===== config.mk =====
export PLATFORM = sky130hd
export DESIGN_NAME = mcsr_top
export DESIGN_NICKNAME = d
export VERILOG_FILES = /design/src/rtl/mcsr_pkg.sv /design/src/rtl/mcsr_cfg_reg.sv /design/src/rtl/mcsr_srst_seq.sv /design/src/rtl/mcsr_status.sv /design/src/rtl/mcsr_top.sv
export SDC_FILE = /design/constraint.sdc
export NUM_CORES = 1
export LEC_CHECK = 0
export ABC_AREA = 1
export BUFFER_PORTS_ARGS = -buffer_cell sky130_fd_sc_hd__buf_2
export CORE_MARGIN = 2
export CORE_UTILIZATION = 55
export DETAILED_ROUTE_END_ITERATION = 6
export PLACE_DENSITY_LB_ADDON = 0.3
export SETUP_SLACK_MARGIN = 0.05
export SYNTH_ARGS = -nofsm -noshare
export SYNTH_HDL_FRONTEND = slang
export SYNTH_HIERARCHICAL = 1
export SYNTH_SLANG_ARGS = --single-unit

===== constraint.sdc =====
create_clock -name clk -period 13.6 [get_ports clk]
set_input_delay 2.04 -clock clk [delete_from_list [all_inputs] [get_ports clk]]
set_output_delay 2.04 -clock clk [all_outputs]
set_load 0.01 [all_outputs]

===== src/rtl/mcsr_pkg.sv =====
package mcsr_pkg;
  localparam int unsigned DW = 32;

  localparam int unsigned A_CMD = 0;
  localparam int unsigned A_IEN = 1;
  localparam int unsigned A_IST = 2;
  localparam int unsigned A_FLT = 3;
  localparam int unsigned A_CAMEN = 4;
  localparam int unsigned A_TXB = 5;
  localparam int unsigned A_RXB = 6;

  localparam int unsigned SRST_BIT = 24;
  localparam logic [DW-1:0] IST_MASK = 32'h0185_0F19;
  localparam logic [DW-1:0] CMD_KEEP = 32'h0000_0103;
  localparam logic [DW-1:0] FLT_KEEP = 32'h0000_0011;
  localparam logic [DW-1:0] BASE_KEEP = 32'hFFFF_FFFC;

  // Storage words other than the status word, in slot order.
  localparam int unsigned NPLAIN = 12;

  function automatic int unsigned slot_addr(input int unsigned s);
    return (s < 2) ? s : s + 1;
  endfunction

  function automatic logic [DW-1:0] slot_keep(input int unsigned s,
                                              input logic [DW-1:0] cam_mask);
    case (s)
      0: return CMD_KEEP;
      1: return IST_MASK;
      2: return FLT_KEEP;
      3: return cam_mask;
      4, 5: return BASE_KEEP;
      default: return '1;
    endcase
  endfunction

  function automatic logic [DW-1:0] slot_rst(input int unsigned s);
    case (s)
      4, 5: return 32'hFFFF_FFFC;
      8: return 32'h0000_0101;
      9: return 32'h0000_0800;
      10: return 32'h0000_7FFF;
      11: return 32'h0090_0000;
      default: return '0;
    endcase
  endfunction
endpackage


===== src/rtl/mcsr_cfg_reg.sv =====
module mcsr_cfg_reg #(
  parameter int unsigned W = 32,
  parameter logic [W-1:0] KEEP = '1,
  parameter logic [W-1:0] RSTV = '0
) (
  input  logic         clk,
  input  logic         rst_n,
  input  logic         clr,
  input  logic         we,
  input  logic [W-1:0] wdata,
  output logic [W-1:0] q
);
  logic [W-1:0] q_d;
  logic         q_en;

  always_comb begin
    q_en = clr | we;
    q_d  = clr ? RSTV : (wdata & KEEP);
  end

  always_ff @(posedge clk or negedge rst_n) begin
    if (!rst_n)    q <= RSTV;
    else if (q_en) q <= q_d;
  end
endmodule


===== src/rtl/mcsr_srst_seq.sv =====
module mcsr_srst_seq #(
  parameter int unsigned CYCLES = 8
) (
  input  logic clk,
  input  logic rst_n,
  input  logic start,
  output logic busy
);
  localparam int unsigned CW = $clog2(CYCLES + 1);

  logic [CW-1:0] cnt_q, cnt_d;
  logic          busy_d;

  always_comb begin
    cnt_d  = cnt_q;
    busy_d = busy;
    if (busy) begin
      if (cnt_q == '0) busy_d = 1'b0;
      else             cnt_d  = cnt_q - 1'b1;
    end else if (start) begin
      busy_d = 1'b1;
      cnt_d  = CW'(CYCLES - 1);
    end
  end

  always_ff @(posedge clk or negedge rst_n) begin
    if (!rst_n) begin
      busy  <= 1'b0;
      cnt_q <= '0;
    end else begin
      busy  <= busy_d;
      cnt_q <= cnt_d;
    end
  end
endmodule


===== src/rtl/mcsr_status.sv =====
module mcsr_status #(
  parameter int unsigned W = 32,
  parameter logic [W-1:0] MASK = '1
) (
  input  logic         clk,
  input  logic         rst_n,
  input  logic         clr,
  input  logic         evt_ok,
  input  logic         w1c_en,
  input  logic [W-1:0] w1c_data,
  input  logic [W-1:0] evt,
  input  logic [W-1:0] ien,
  output logic [W-1:0] ist_q,
  output logic         tx_irq,
  output logic         rx_irq
);
  localparam int unsigned H = W / 2;

  logic [W-1:0] ist_d, clr_bits, set_bits, act;

  always_comb begin
    clr_bits = w1c_en ? w1c_data : '0;
    set_bits = evt_ok ? (evt & MASK) : '0;
    ist_d    = clr ? '0 : ((ist_q & ~clr_bits) | set_bits);
    act      = ist_q & ien;
    tx_irq   = |act[W-1:H];
    rx_irq   = |act[H-1:0];
  end

  always_ff @(posedge clk or negedge rst_n) begin
    if (!rst_n) ist_q <= '0;
    else        ist_q <= ist_d;
  end
endmodule


===== src/rtl/mcsr_top.sv =====
module mcsr_top
  import mcsr_pkg::*;
#(
  parameter int unsigned ADDR_W      = 4,
  parameter int unsigned NUM_CAM     = 16,
  parameter int unsigned SRST_CYCLES = 8
) (
  input  logic               clk,
  input  logic               rst_n,
  input  logic [ADDR_W-1:0]  bus_addr,
  input  logic               bus_wr,
  input  logic [DW-1:0]      bus_wdata,
  output logic [DW-1:0]      bus_rdata,
  input  logic [DW-1:0]      evt_set,
  output logic               tx_irq,
  output logic               rx_irq,
  output logic               tx_on,
  output logic               rx_on,
  output logic               long_ok,
  output logic               cam_cmp_on,
  output logic               ucast_all,
  output logic [NUM_CAM-1:0] cam_en,
  output logic [DW-1:0]      tx_list_base,
  output logic [DW-1:0]      rx_list_base,
  output logic               srst_busy
);
  localparam logic [DW-1:0] CAM_MASK = DW'((64'd1 << NUM_CAM) - 1);

  logic          srst_start, wr_ok;
  logic [DW-1:0] plain_q [NPLAIN];
  logic [DW-1:0] ist_q;

  always_comb begin
    wr_ok      = bus_wr & ~srst_busy;
    srst_start = wr_ok & (bus_addr == ADDR_W'(A_CMD)) & bus_wdata[SRST_BIT];
  end

  mcsr_srst_seq #(.CYCLES(SRST_CYCLES)) u_srst (
    .clk   (clk),
    .rst_n (rst_n),
    .start (srst_start),
    .busy  (srst_busy)
  );

  for (genvar g = 0; g < NPLAIN; g++) begin : g_word
    logic we_g;
    assign we_g = wr_ok & (bus_addr == ADDR_W'(slot_addr(g)));
    mcsr_cfg_reg #(
      .W    (DW),
      .KEEP (slot_keep(g, CAM_MASK)),
      .RSTV (slot_rst(g))
    ) u_reg (
      .clk   (clk),
      .rst_n (rst_n),
      .clr   (srst_start),
      .we    (we_g),
      .wdata (bus_wdata),
      .q     (plain_q[g])
    );
  end

  mcsr_status #(.W(DW), .MASK(IST_MASK)) u_stat (
    .clk      (clk),
    .rst_n    (rst_n),
    .clr      (srst_start),
    .evt_ok   (~srst_busy),
    .w1c_en   (wr_ok & (bus_addr == ADDR_W'(A_IST))),
    .w1c_data (bus_wdata),
    .evt      (evt_set),
    .ien      (plain_q[1]),
    .ist_q    (ist_q),
    .tx_irq   (tx_irq),
    .rx_irq   (rx_irq)
  );

  always_comb begin
    bus_rdata = '0;
    if (bus_addr == ADDR_W'(A_IST)) bus_rdata = ist_q;
    for (int s = 0; s < NPLAIN; s++) begin
      if (bus_addr == ADDR_W'(slot_addr(s))) bus_rdata = plain_q[s];
    end
    if (srst_busy) bus_rdata = '0;
  end

  assign tx_on        = plain_q[0][8];
  assign long_ok      = plain_q[0][1];
  assign rx_on        = plain_q[0][0];
  assign cam_cmp_on   = plain_q[2][4];
  assign ucast_all    = plain_q[2][0];
  assign cam_en       = plain_q[3][NUM_CAM-1:0];
  assign tx_list_base = plain_q[4];
  assign rx_list_base = plain_q[5];
endmodule


## Word-level counts from Yosys, hierarchy flattened

Cells that the tools add are included.

- Logic and storage cells: 100
- Memory bits (writable): 0
- Latch bits: 0
- Register bits after elaboration: 421
- Memories kept: 0
- Output and inout port bits: 120
- Input port bits: 71
- Memory bits (read-only): 0

- Reduce and logical (&&, ||, !) cells: 6
- $add $sub $neg: 1
- Muxes and demuxes: 33
- Multiply operators: 0
- Shift operators: 0
- $lt $le $gt $ge: 0
- Equal/unequal tests: 13
- Div/mod/pow operators: 0
- Bitwise operators: 32

Operator list:

| operator | count |
|---|---|
| 32-bit two-way mux | 22 |
| 32-bit AND | 2 |
| 25-bit two-way mux | 2 |
| 32-bit NOT | 1 |
| 32-bit OR | 1 |
| 16-bit OR reduction | 2 |
| 4-bit equality test (second input constant) | 5 |
| 4-bit by 3-bit equality test with 1-bit output (second input constant) | 4 |
| 16-bit two-way mux | 1 |
| 1-bit AND | 15 |
| 4-bit two-way mux | 3 |
| 1-bit OR | 12 |
| 9-bit two-way mux | 1 |
| 4-bit by 2-bit equality test with 1-bit output (second input constant) | 2 |
| 4-bit logical NOT | 2 |
| 5-bit two-way mux | 1 |
| 4-bit by 1-bit equality test with 1-bit output (second input constant) | 1 |
| 4-bit by 1-bit subtractor with 4-bit output (second input constant) | 1 |
| 1-bit two-way mux | 3 |
| 2-bit != test (second input constant) | 1 |
| 2-bit AND reduction | 1 |
| 2-bit nonzero test | 1 |
| 1-bit NOT | 1 |

## Depth between registers and ports, before layout

Gate-level depths: netlist of the first run.

- Depth after elaboration: 15
- Gate-level depth with buffers: 14

## By module

Netlist of the first run, hierarchy kept.

Modules (own cells, without submodules):

| module | cells an instance | area each (µm²) | instances | seq. area each (µm²) |
|---|---|---|---|---|
| mcsr_top | 936 | 4130.2 | 1 | 0.0 |
| mcsr_cfg_reg (g_word[6].u_reg ...) | 140 | 1351.3 | 2 | 800.8 |
| mcsr_cfg_reg (g_word[11].u_reg ...) | 140 | 1322.5 | 2 | 803.3 |
| mcsr_cfg_reg (g_word[4].u_reg ...) | 133 | 1247.4 | 2 | 788.3 |
| mcsr_status | 216 | 1541.5 | 1 | 800.8 |
| mcsr_cfg_reg (g_word[10].u_reg) | 140 | 1320.0 | 1 | 819.5 |
| mcsr_cfg_reg (g_word[9].u_reg) | 140 | 1317.5 | 1 | 802.0 |
| mcsr_cfg_reg (g_word[3].u_reg) | 87 | 772.0 | 1 | 400.4 |
| mcsr_cfg_reg (g_word[1].u_reg) | 71 | 610.6 | 1 | 275.3 |
| mcsr_cfg_reg (g_word[0].u_reg) | 44 | 344.1 | 1 | 75.1 |
| mcsr_cfg_reg (g_word[2].u_reg) | 41 | 314.1 | 1 | 50.0 |
| mcsr_srst_seq | 37 | 282.8 | 1 | 125.1 |

## Worst setup path after synthesis of the first run

No wires, ideal clock.

- Kind: in2reg
- Start: input port bus_addr[3]
- End: register u_srst.cnt_q[3]
- Data arrival time: 7.362 ns
- Required time: 13.477 ns
- Slack: 6.115 ns
- Cell stages on the path: 8
- Cell sequence: inv_2 nand2_1 nor2_1 inv_1 nor3b_1 nand2_1 nand3_1 nand2_1

- Cells in the longest elaborated chain, start to end: 5

Ends and longest elaborated chain:

| what | line | RTL |
|---|---|---|
| from (decl) | mcsr_top.sv:10 | `input logic [ADDR_W-1:0] bus_addr,` |
| 4-bit logical NOT | mcsr_top.sv:35 | `srst_start = wr_ok & (bus_addr == ADDR_W'(A_CMD)) & bus_wdata[SRST_BIT];` |
| 1-bit AND (2 in series) | mcsr_top.sv:35 |  |
| via srst_start | mcsr_top.sv:29 | `logic srst_start, wr_ok;` |
| 2-bit nonzero test (no source line) | n/a |  |
| 2-bit AND reduction (no source line) | n/a |  |
| to (signal assigned) | mcsr_srst_seq.sv:32 | `cnt_q <= cnt_d;` |
| to (decl) | mcsr_srst_seq.sv:11 | `logic [CW-1:0] cnt_q, cnt_d;` |

The timed path passes the listed nets, and every way through them passes these cells.
A chain may end at the register's enable or synchronous reset.

## Worst setup path after layout of the first run

- Start: input port bus_addr[3]
- End: output port bus_rdata[1]

- Cells in the longest elaborated chain, start to end: 15
- Elaborated cells between the ends (all ways): 27

Ends and longest elaborated chain:

| what | line | RTL |
|---|---|---|
| 4-bit by 2-bit equality test with 1-bit output | mcsr_top.sv:78 | `if (bus_addr == ADDR_W'(A_IST)) bus_rdata = ist_q;` |
| 32-bit two-way mux | mcsr_top.sv:78 |  |
| 32-bit two-way mux (11 in series) | mcsr_top.sv:80 | `if (bus_addr == ADDR_W'(slot_addr(s))) bus_rdata = plain_q[s];` |
| 32-bit two-way mux (*) | mcsr_top.sv:80 |  |
| 32-bit two-way mux (*) | mcsr_top.sv:82 | `if (srst_busy) bus_rdata = '0;` |
| to (decl) | mcsr_top.sv:13 | `output logic [DW-1:0] bus_rdata,` |

Every way passes the cells marked *; elsewhere a longest branch is shown, timed or not.

==> flow_summary.ini, run 1 <==
[outcome]
outcome = complete, no violations

[pwr]
p_leak_uw = 0.0107
clkPwrFrac_pct = 34.8
p_seq_share_pct = 45.4
net-switching-power_uw = 946
power_uw = 3010
vdd_drop_max_v = 0.0000948
share_comb_of_total_power_pct = 19.8
internal_power_uw = 2070
p_sw_share_pct = 31.4
p_per_area_nw_per_um2 = 150

[floorplan]
ios = 191
die_h_um = 187
initial_utilization_pct = 55.5
die_area_sq_um = 35100
die_x_um = 187
num_rows = 67
coreArea_sq_um = 33300

[synth]
synth_edf_count = 0
synthTopCellsByCount = 1017 x nand2_1, 339 x nand3_1, 241 x dfrtp_1
synth.most_common_cell = nand2_1
ys_seq_area_share_pct = 44.0
synth_top_area_cell = dfrtp_1
synthArstFlopShare_pct = 100
ys_ff_latch = 321
syn_area_sq_um = 18500
synth_ff_type = dfrtp_1
synthDistinctLibCells = 32
synth_warnings = 6
synthCells = 2538
synth_area_leaders = dfrtp_1 33%, nand2_1 21%, dfstp_2 11%
syn_area_per_cell_sq_um = 7.28
synth_top_area_share_pct = 32.6

[timing]
hold_viol = 0
setup_ws_ns = 6.47
relSlewSlack_pct = 21.9
fin_setup_tns_ns = 0
finalSetupViolCount = 0
worstMarginPinSlew_ns = 1.17
timing.hold.ws_ns = 0.466
drv_slew = 0
fmax_mhz = 140
fin_skew_ns = 0.0104
period_needed_ns = 7.13
grt_setup_unrepaired = false
finalCritPeriodShare_pct = 52.5

[routing]
routedWlPerCell_um = 17.6
drt_first_pass_iters = 5
ant_nets = 0
drt_iter0_markers = 2027
drc = 0
via_count = 16900
vias_per_cell = 5.45
totalWireLength_um = 54200

[place]
io_buffers = 165
hpwlAfterDp_um = 35500
gp_congestion = 0.900
dpl_worst_slack_ns = 6.51

[global_route]
grt_max_degree = 182
antenna_found_initial = 0
grt_pass1_wl_um = 86600
grtUsageTotal_pct = 30.8
grt-ovfl-total = 0
grt_pass1_vias = 15900

[worst_setup_path]
cp_data_arrival_time_ns = 5.09
crit_end = bus_rdata[1]
worstPathRequired_ns = 11.56
r2r-end = g_word[6].u_reg/q[20]
cp-start-kind = input port
r2r_cells = 9
crit_type = input port to output pin
r2r_setup_slack_ns = 9.35
setup.worst_path.start = bus_addr[3]
critPathMaxFanout = 34
worstSetupEndpointType = output pin
rr_startpoint = u_srst/busy

[clock_tree]
clk_path_buf_depth = 3
cts_buffers = 37
ctsResizeCount = 0
cts-root-buf = clkbuf_16
postCtsSetupBuffers = 0
cts_max_level = 2
cts_tree = built
clk_pin_slew_worst_paths_ns = 0.06
cts_hold_buf = 0
clk_latency_ns = 0.53
cts_sinks = 321

[worst_hold_path]
hold_path.class = flop to flop

[layout]
synthToLayoutAreaGrowth_pct = 8.41
fin_nets = 2686
drive_above_1_share_pct = 17.1
diodes = 0

[job]
drv_cap = 0
[kinds of logic after synthesis]
kind of cell | after synthesis | synth area share (%)
and+or+nand+nor | 1656 | 39.1
other | 6 | 0.122
buffers and inverters | 407 | 12.6
DFF | 321 | 44.0
AOI/OAI and AO/OA | 146 | 3.98
adders and majority gates | 2 | 0.135
[power by group through the flow]
| stage | sequential [uW] | combinational, uW | clock (uW) |
|---|---|---|---|
| 4_1_cts | 1360 | 595 | 1060 |
| 6_report | 1370 | 596 | 1050 |
| 3_5_place_dp | 1380 | 592 | 0 |
| 5_1_grt | 1390 | 675 | 1100 |
| 3_3_place_gp | 1370 | 575 | 0 |
| 2_1_floorplan | 1370 | 359 | 0 |
[worst min-delay path by stage]
stage	start	cells past startpoint	slack (ns)	to
after floorplan	g_word[6].u_reg/q[2]	2	0.43	g_word[6].u_reg/q[2]
after global placement	g_word[9].u_reg/q[12]	2	0.45	g_word[9].u_reg/q[12]
after detailed placement	g_word[9].u_reg/q[12]	2	0.45	g_word[9].u_reg/q[12]
after CTS	g_word[7].u_reg/q[22]	2	0.47	g_word[7].u_reg/q[22]
after global routing	g_word[10].u_reg/q[4]	2	0.48	g_word[10].u_reg/q[4]
final	g_word[8].u_reg/q[15]	2	0.47	g_word[8].u_reg/q[15]
[area by class of cell]
| cell class | count | area, sq um |
|---|---|---|
| Inverter | 159 | 597 |
| Multi-Input combinational cell | 1904 | 8410 |
| Clock buffer | 58 | 1130 |
| Fill cell | 3068 | 13300 |
| Clock inverter | 10 | 154 |
| Tap cell | 448 | 561 |
| Timing Repair Buffer | 190 | 1040 |
| Sequential cell | 321 | 8130 |
[routing by layer]
layer  track usage, %  share of wire (%)
met1             44.8                 44
met2             46.6                 44
met3             5.50                9.4
met4             10.0                3.0
met5                0                  0
[cell usage in the layout, fill, tap and decap left out, types with 2 or more instances in the layout]
| cell type | n |
|---|---|
| or2_0 | 17 |
| a21oi_1 | 113 |
| nor2_8 | 3 |
| nor3_1 | 5 |
| nand3_2 | 11 |
| nor3_2 | 2 |
| inv_2 | 12 |
| bufinv_16 | 3 |
| buf_4 | 24 |
| clkbuf_8 | 13 |
| dfrtp_1 | 241 |
| clkinv_2 | 3 |
| dfstp_2 | 80 |
| inv_6 | 2 |
| clkbuf_1 | 8 |
| buf_2 | 164 |
| or2_1 | 12 |
| conb_1 | 100 |
| nor2_4 | 9 |
| nand3_1 | 338 |
| nand2_1 | 1017 |
| nor2_1 | 102 |
| ha_1 | 2 |
| nor2_2 | 17 |
| nand3b_1 | 2 |
| o21ai_0 | 32 |
| nand4_1 | 53 |
| nand2_2 | 33 |
| inv_1 | 147 |
| or2_2 | 33 |
| clkbuf_16 | 37 |
[per-stage QoR]
| stage | area (sq um) | std cells | utilization, % |
|---|---|---|---|
| finish | 20000 | 3090 | 60.2 |
| global route | 20000 | 3090 | 60.2 |
| CTS | 20000 | 3090 | 60.2 |
| detailed placement | 18700 | 3022 | 56.3 |
| global placement | 18700 | 3022 | 56.3 |
| floorplan | 18800 | 2632 | - |
[registers in the layout (all words and copies together), names as in the netlist]
register,cells
u_srst/cnt_q,4
u_srst/busy,1
u_stat/ist_q,32
g_word.u_reg/q,284
[critical path, cell delays in order]
cell and delay (ns):
buf_2 0.16, inv_2 0.08, nor2_4 0.71, nand2_1 0.42, inv_1 0.91, a21oi_1 0.14, nand3_1 0.19, nand2_1 0.11
nand3_1 0.10, nand2_1 0.06, inv_1 0.04, buf_2 0.11
No activity file was read; power rests on OpenSTA's default activity.
==> inputs of run 2 (changes only) <==
clock period = 6.85 ns   (was 13.6 ns; I/O delays follow)
==> run 2 against run 1 <==
Net effect:
- sequential share of layout area about the same
- sequential cell count unchanged
- die area stayed put
- clock power up 94%
- non-clock buffer count is 3 higher
- global-route usage is 0.31 points higher
- register-to-register slack worse by 6.0 ns
- power is 98% higher
==> flow_summary.ini, run 2 (synthesized netlist as in run 1, its figures left out) <==
[clock_tree]
clk_pin_slew_worst_paths_ns = 0.06
cts-root-buf = clkbuf_16
cts_tree = built
cts_max_level = 2
ctsResizeCount = 0
cts_buffers = 38
postCtsSetupBuffers = 0
clk_latency_ns = 0.54
cts_hold_buf = 0
cts_sinks = 321
clk_path_buf_depth = 3

[place]
hpwlAfterDp_um = 35600
place_area_sq_um = 18800
gp_congestion = 0.890
io_buffers = 165

[pwr]
share_comb_of_total_power_pct = 20.0
clkPwrFrac_pct = 34.3
power_uw = 5960
p_seq_share_pct = 45.7
vdd_drop_max_v = 0.000174
p_per_area_nw_per_um2 = 298
net-switching-power_uw = 1900
p_leak_uw = 0.0107
internal_power_uw = 4060
p_sw_share_pct = 31.9

[layout]
layout_commonest_cell = nand2_1
synthToLayoutAreaGrowth_pct = 8.42
reg_top3 = g_word.u_reg/q x284, u_stat/ist_q x32, u_srst/cnt_q x4
fin_nets = 2690
top_register = g_word.u_reg/q
final_util_pct = 60.2
largest_reg_flops = 284
layout_common_cells = 1017 x nand2_1, 338 x nand3_1, 241 x dfrtp_1
drive_above_1_share_pct = 17.2
diodes = 0
finalInstanceArea_sq_um = 20000

[routing]
totalWireLength_um = 54700
drt_first_pass_iters = 5
drt_iter0_markers = 1732
vias_per_cell = 5.44
ant_nets = 0
routedWlPerCell_um = 17.7
drc = 0
via_count = 16800

[floorplan]
coreArea_sq_um = 33300
die_x_um = 187
die_h_um = 187
num_rows = 67
ios = 191
initial_utilization_pct = 55.5
die_area_sq_um = 35100

[timing]
period_needed_ns = 5.11
hold_viol = 0
finalCritPeriodShare_pct = 74.6
fin_setup_tns_ns = 0
timing.hold.ws_ns = 0.465
drv_slew = 0
fmax_mhz = 196
finalSetupViolCount = 0
worstMarginPinSlew_ns = 1.14
fin_skew_ns = 0.0145
relSlewSlack_pct = 24.1
grt_setup_unrepaired = false

[job]
drv_cap = 0

[global_route]
grtUsageTotal_pct = 31.1
grt-ovfl-total = 0
grt_max_degree = 109
antenna_found_initial = 0
grt_pass1_wl_um = 87100
grt_pass1_vias = 15800

[worst_setup_path]
worstPathRequired_ns = 5.82
cp_data_arrival_time_ns = 4.08
cp-start-kind = input port
crit_type = input port to output pin
worstSetupEndpointType = output pin
critPathMaxFanout = 55

[outcome]
outcome = complete, no violations

[worst_hold_path]
hold_path.class = flop to flop
run 2: metrics by stage:
stage                     setup WS (ns)  instances
after global placement             1.91       3025
after detailed placement           1.86       3025
after floorplan                   0.378       2632
after CTS                          1.86       3094
final                              1.74       3094
after global routing               1.56       3094
run 2: path summary, 6_finish.rpt:
check | from | end | slack (ns) | cells after the start
setup / recovery | bus_addr[2] | bus_rdata[9] | 1.74 | 14
hold / removal | g_word[8].u_reg/q[10] | g_word[8].u_reg/q[10] | 0.46 | 2
setup reg to reg | u_srst/busy | g_word[11].u_reg/q[11] | 3.31 | 9
hold reg to reg | g_word[8].u_reg/q[10] | g_word[8].u_reg/q[10] | 0.46 | 2
max in group asynchronous | rst_n | g_word[7].u_reg/q[28] | 4.85 | 2
min in group asynchronous | rst_n | u_stat/ist_q[21] | 0.51 | 1
run 2: layout make-up:
class,count,area [sq um]
fillers,3072,13300
multi-input cells,1904,8410
flip-flops and latches,321,8130
clock buffers,56,1120
repair buffers,193,1060
inverters,159,597
well taps,448,561
clock inverters,13,148
run 2: worst max-delay path, cell delays in order:
cell and delay, ns:
buf_2 0.16, nor2_4 0.08, buf_4 0.51, nand2_2 0.69
or2_2 0.54, nand2_1 0.08, nand4_1 0.19, nor2_1 0.19
nand3_1 0.11, nand2_1 0.12, nand3_1 0.10, nand2_1 0.07
inv_1 0.03, buf_2 0.13
run 2: power groups by stage:
stage / sequential [uW] / clock (uW) / combinational (uW)
2_1_floorplan: 2720 / 0 / 712
3_3_place_gp: 2720 / 0 / 1140
3_5_place_dp: 2740 / 0 / 1180
4_1_cts: 2710 / 2070 / 1190
5_1_grt: 2770 / 2140 / 1350
6_report: 2720 / 2040 / 1190
run 2: per-layer routing:
metal | track usage (%) | share of wire, % | vias up
met1 | 45.0 | 42 | 7914
met2 | 47.2 | 44 | 871
met5 | 0 | 0 | -
li1 | - | - | 7961
met4 | 10.3 | 3.1 | 0
met3 | 5.68 | 10 | 99
==> inputs of run 3 (changes only) <==
clock period = 4.95 ns   (was 6.85 ns; I/O delays follow)
==> run 3 against run 2 <==
Net effect:
- wire length up 0.54%
- global-route usage up 0.17 points
- combinational power up 39%
- utilization down 0.16 points
- critical path type unchanged
- critical endpoint is now bus_rdata[11]
- largest power group unchanged
- highest routed layer unchanged
==> flow_summary.ini, run 3 (synthesized netlist as in run 1, its figures left out) <==
[place]
hpwlAfterDp_um = 36500
gp_congestion = 0.920
io_buffers = 165
dp.cells = 3032

[routing]
totalWireLength_um = 55000
drt_first_pass_iters = 5
vias_per_cell = 5.48
drt_iter0_markers = 1937
ant_nets = 0
drc = 0
routedWlPerCell_um = 17.8
via_count = 17000

[timing]
worstMarginPinSlew_ns = 1.13
fin_skew_ns = 0.0217
drv_slew = 0
finalSetupViolCount = 0
hold_viol = 0
finalCritPeriodShare_pct = 77.5
period_needed_ns = 3.83
relSlewSlack_pct = 24.6
grt_setup_unrepaired = false
fmax_mhz = 261
fin_setup_tns_ns = 0

[worst_setup_path]
slowest_stage = inv_2
worstSetupEndpointType = output pin
critPathMaxFanout = 37
cpPeakStageDelay_ns = 0.53
setup.worst_path.start = bus_addr[0]
crit_top_cell = nand2_1
worstPathRequired_ns = 4.21
crit_end = bus_rdata[11]
cp_cell_sequence = buf_2 -> inv_1 -> nand2_1 -> nor2_4 -> inv_2 -> nand2_1 -> inv_1 -> nand4_1 -> nand2_1 -> nand3_1 -> nor2_1 -> nand3_1 -> nand2_1 -> inv_1 -> buf_2
r2r_cells = 9
r2r_setup_slack_ns = 2.30
rr_startpoint = u_srst/busy
r2r-end = g_word[1].u_reg/q[0]
cp_num_buf_inv = 6
critical-path-top-delay-family = simple AND/OR/NAND/NOR gates
cp_data_arrival_time_ns = 3.09
cp.depth = 15
cp-start-kind = input port
crit_type = input port to output pin

[clock_tree]
cts_sinks = 321
ctsResizeCount = 0
cts_hold_buf = 0
cts_max_level = 2
cts_tree = built
cts-root-buf = clkbuf_16
postCtsSetupBuffers = 0
clk_path_buf_depth = 3
clk_pin_slew_worst_paths_ns = 0.06
cts_buffers = 36
clk_latency_ns = 0.53

[layout]
synthToLayoutAreaGrowth_pct = 8.13
layout_common_cells = 1017 x nand2_1, 338 x nand3_1, 241 x dfrtp_1
largest_reg_flops = 284
reg_top3 = g_word.u_reg/q x284, u_stat/ist_q x32, u_srst/cnt_q x4
drive_above_1_share_pct = 17.2
diodes = 0
top_register = g_word.u_reg/q
fillers = 3038
layout_commonest_cell = nand2_1
fin_nets = 2695
instances_no_fill = 3097

[global_route]
grt_max_degree = 102
grt_pass1_wl_um = 87500
grt-ovfl-total = 0
grtUsageTotal_pct = 31.2
antenna_found_initial = 1
grt_pass1_vias = 15800

[job]
drv_cap = 0

[pwr]
p_per_area_nw_per_um2 = 402
vdd_drop_max_v = 0.000258
p_leak_uw = 0.0107

[floorplan]
die_area_sq_um = 35100
ios = 191
num_rows = 67
die_h_um = 187
initial_utilization_pct = 55.5
coreArea_sq_um = 33300
die_x_um = 187

[worst_hold_path]
hold_path.class = input port to async pin

[outcome]
outcome = complete, no violations
[run 3: cell types whose count changed in the layout (fill, tap and decap cells not counted), sizes merged]
cell      before  now
buf          193  200
bufinv         2    0
clkbuf        56   58
clkinv         9    5
clkinvlp       1    0
inv          160  161
[run 3: per-layer routing]
layer	routed length [um]	vias to the layer above	track usage (%)
met5	0	-	0
met4	1600	0	9.28
met3	5500	101	7.02
met2	24700	795	48.1
met1	23200	8124	44.3
li1	-	7954	-
[run 3: report_power, final]
| group | leakage (uW) | internal [uW] | switching, uW |
|---|---|---|---|
| sequential | 0.00395 | 3340 | 431 |
| clock | 0.000558 | 1500 | 1100 |
| combinational | 0.00616 | 596 | 1060 |
| total | 0.0107 | 5440 | 2590 |
[run 3: cell type report]
class | count | area, sq um | share of cell area [%]
Inverter | 159 | 597 | 2.99
Clock buffer | 58 | 1080 | 5.43
Tap cell | 448 | 561 | 2.81
Sequential cell | 321 | 8130 | 40.7
Multi-Input combinational cell | 1904 | 8420 | 42.1
Timing Repair Buffer | 200 | 1140 | 5.69
Clock inverter | 7 | 46.3 | 0.232
[run 3: through the flow]
step           hold WS (ns)  power, uW  util, %  cell area, sq um  worst slack, ns
5_1_grt               0.306       8430     60.0             20000            0.980
4_1_cts               0.301       8030     60.0             20000             1.15
3_5_place_dp          0.451       5430     56.6             18800             1.22
6_report              0.246       8030     60.0             20000             1.12
2_1_floorplan         0.434       4750        -             18800            0.829
3_3_place_gp          0.446       5360     56.6             18800             1.27
[run 3: worst min-delay path by stage]
stage | from | end | slack, ns | depth (start not counted)
4_1_cts | rst_n | u_stat/ist_q[25] | 0.30 | 1
2_1_floorplan | g_word[6].u_reg/q[2] | g_word[6].u_reg/q[2] | 0.43 | 2
3_3_place_gp | g_word[9].u_reg/q[20] | g_word[9].u_reg/q[20] | 0.45 | 2
6_report | rst_n | u_stat/ist_q[21] | 0.25 | 1
3_5_place_dp | g_word[9].u_reg/q[19] | g_word[9].u_reg/q[19] | 0.45 | 2
5_1_grt | rst_n | u_stat/ist_q[20] | 0.31 | 1
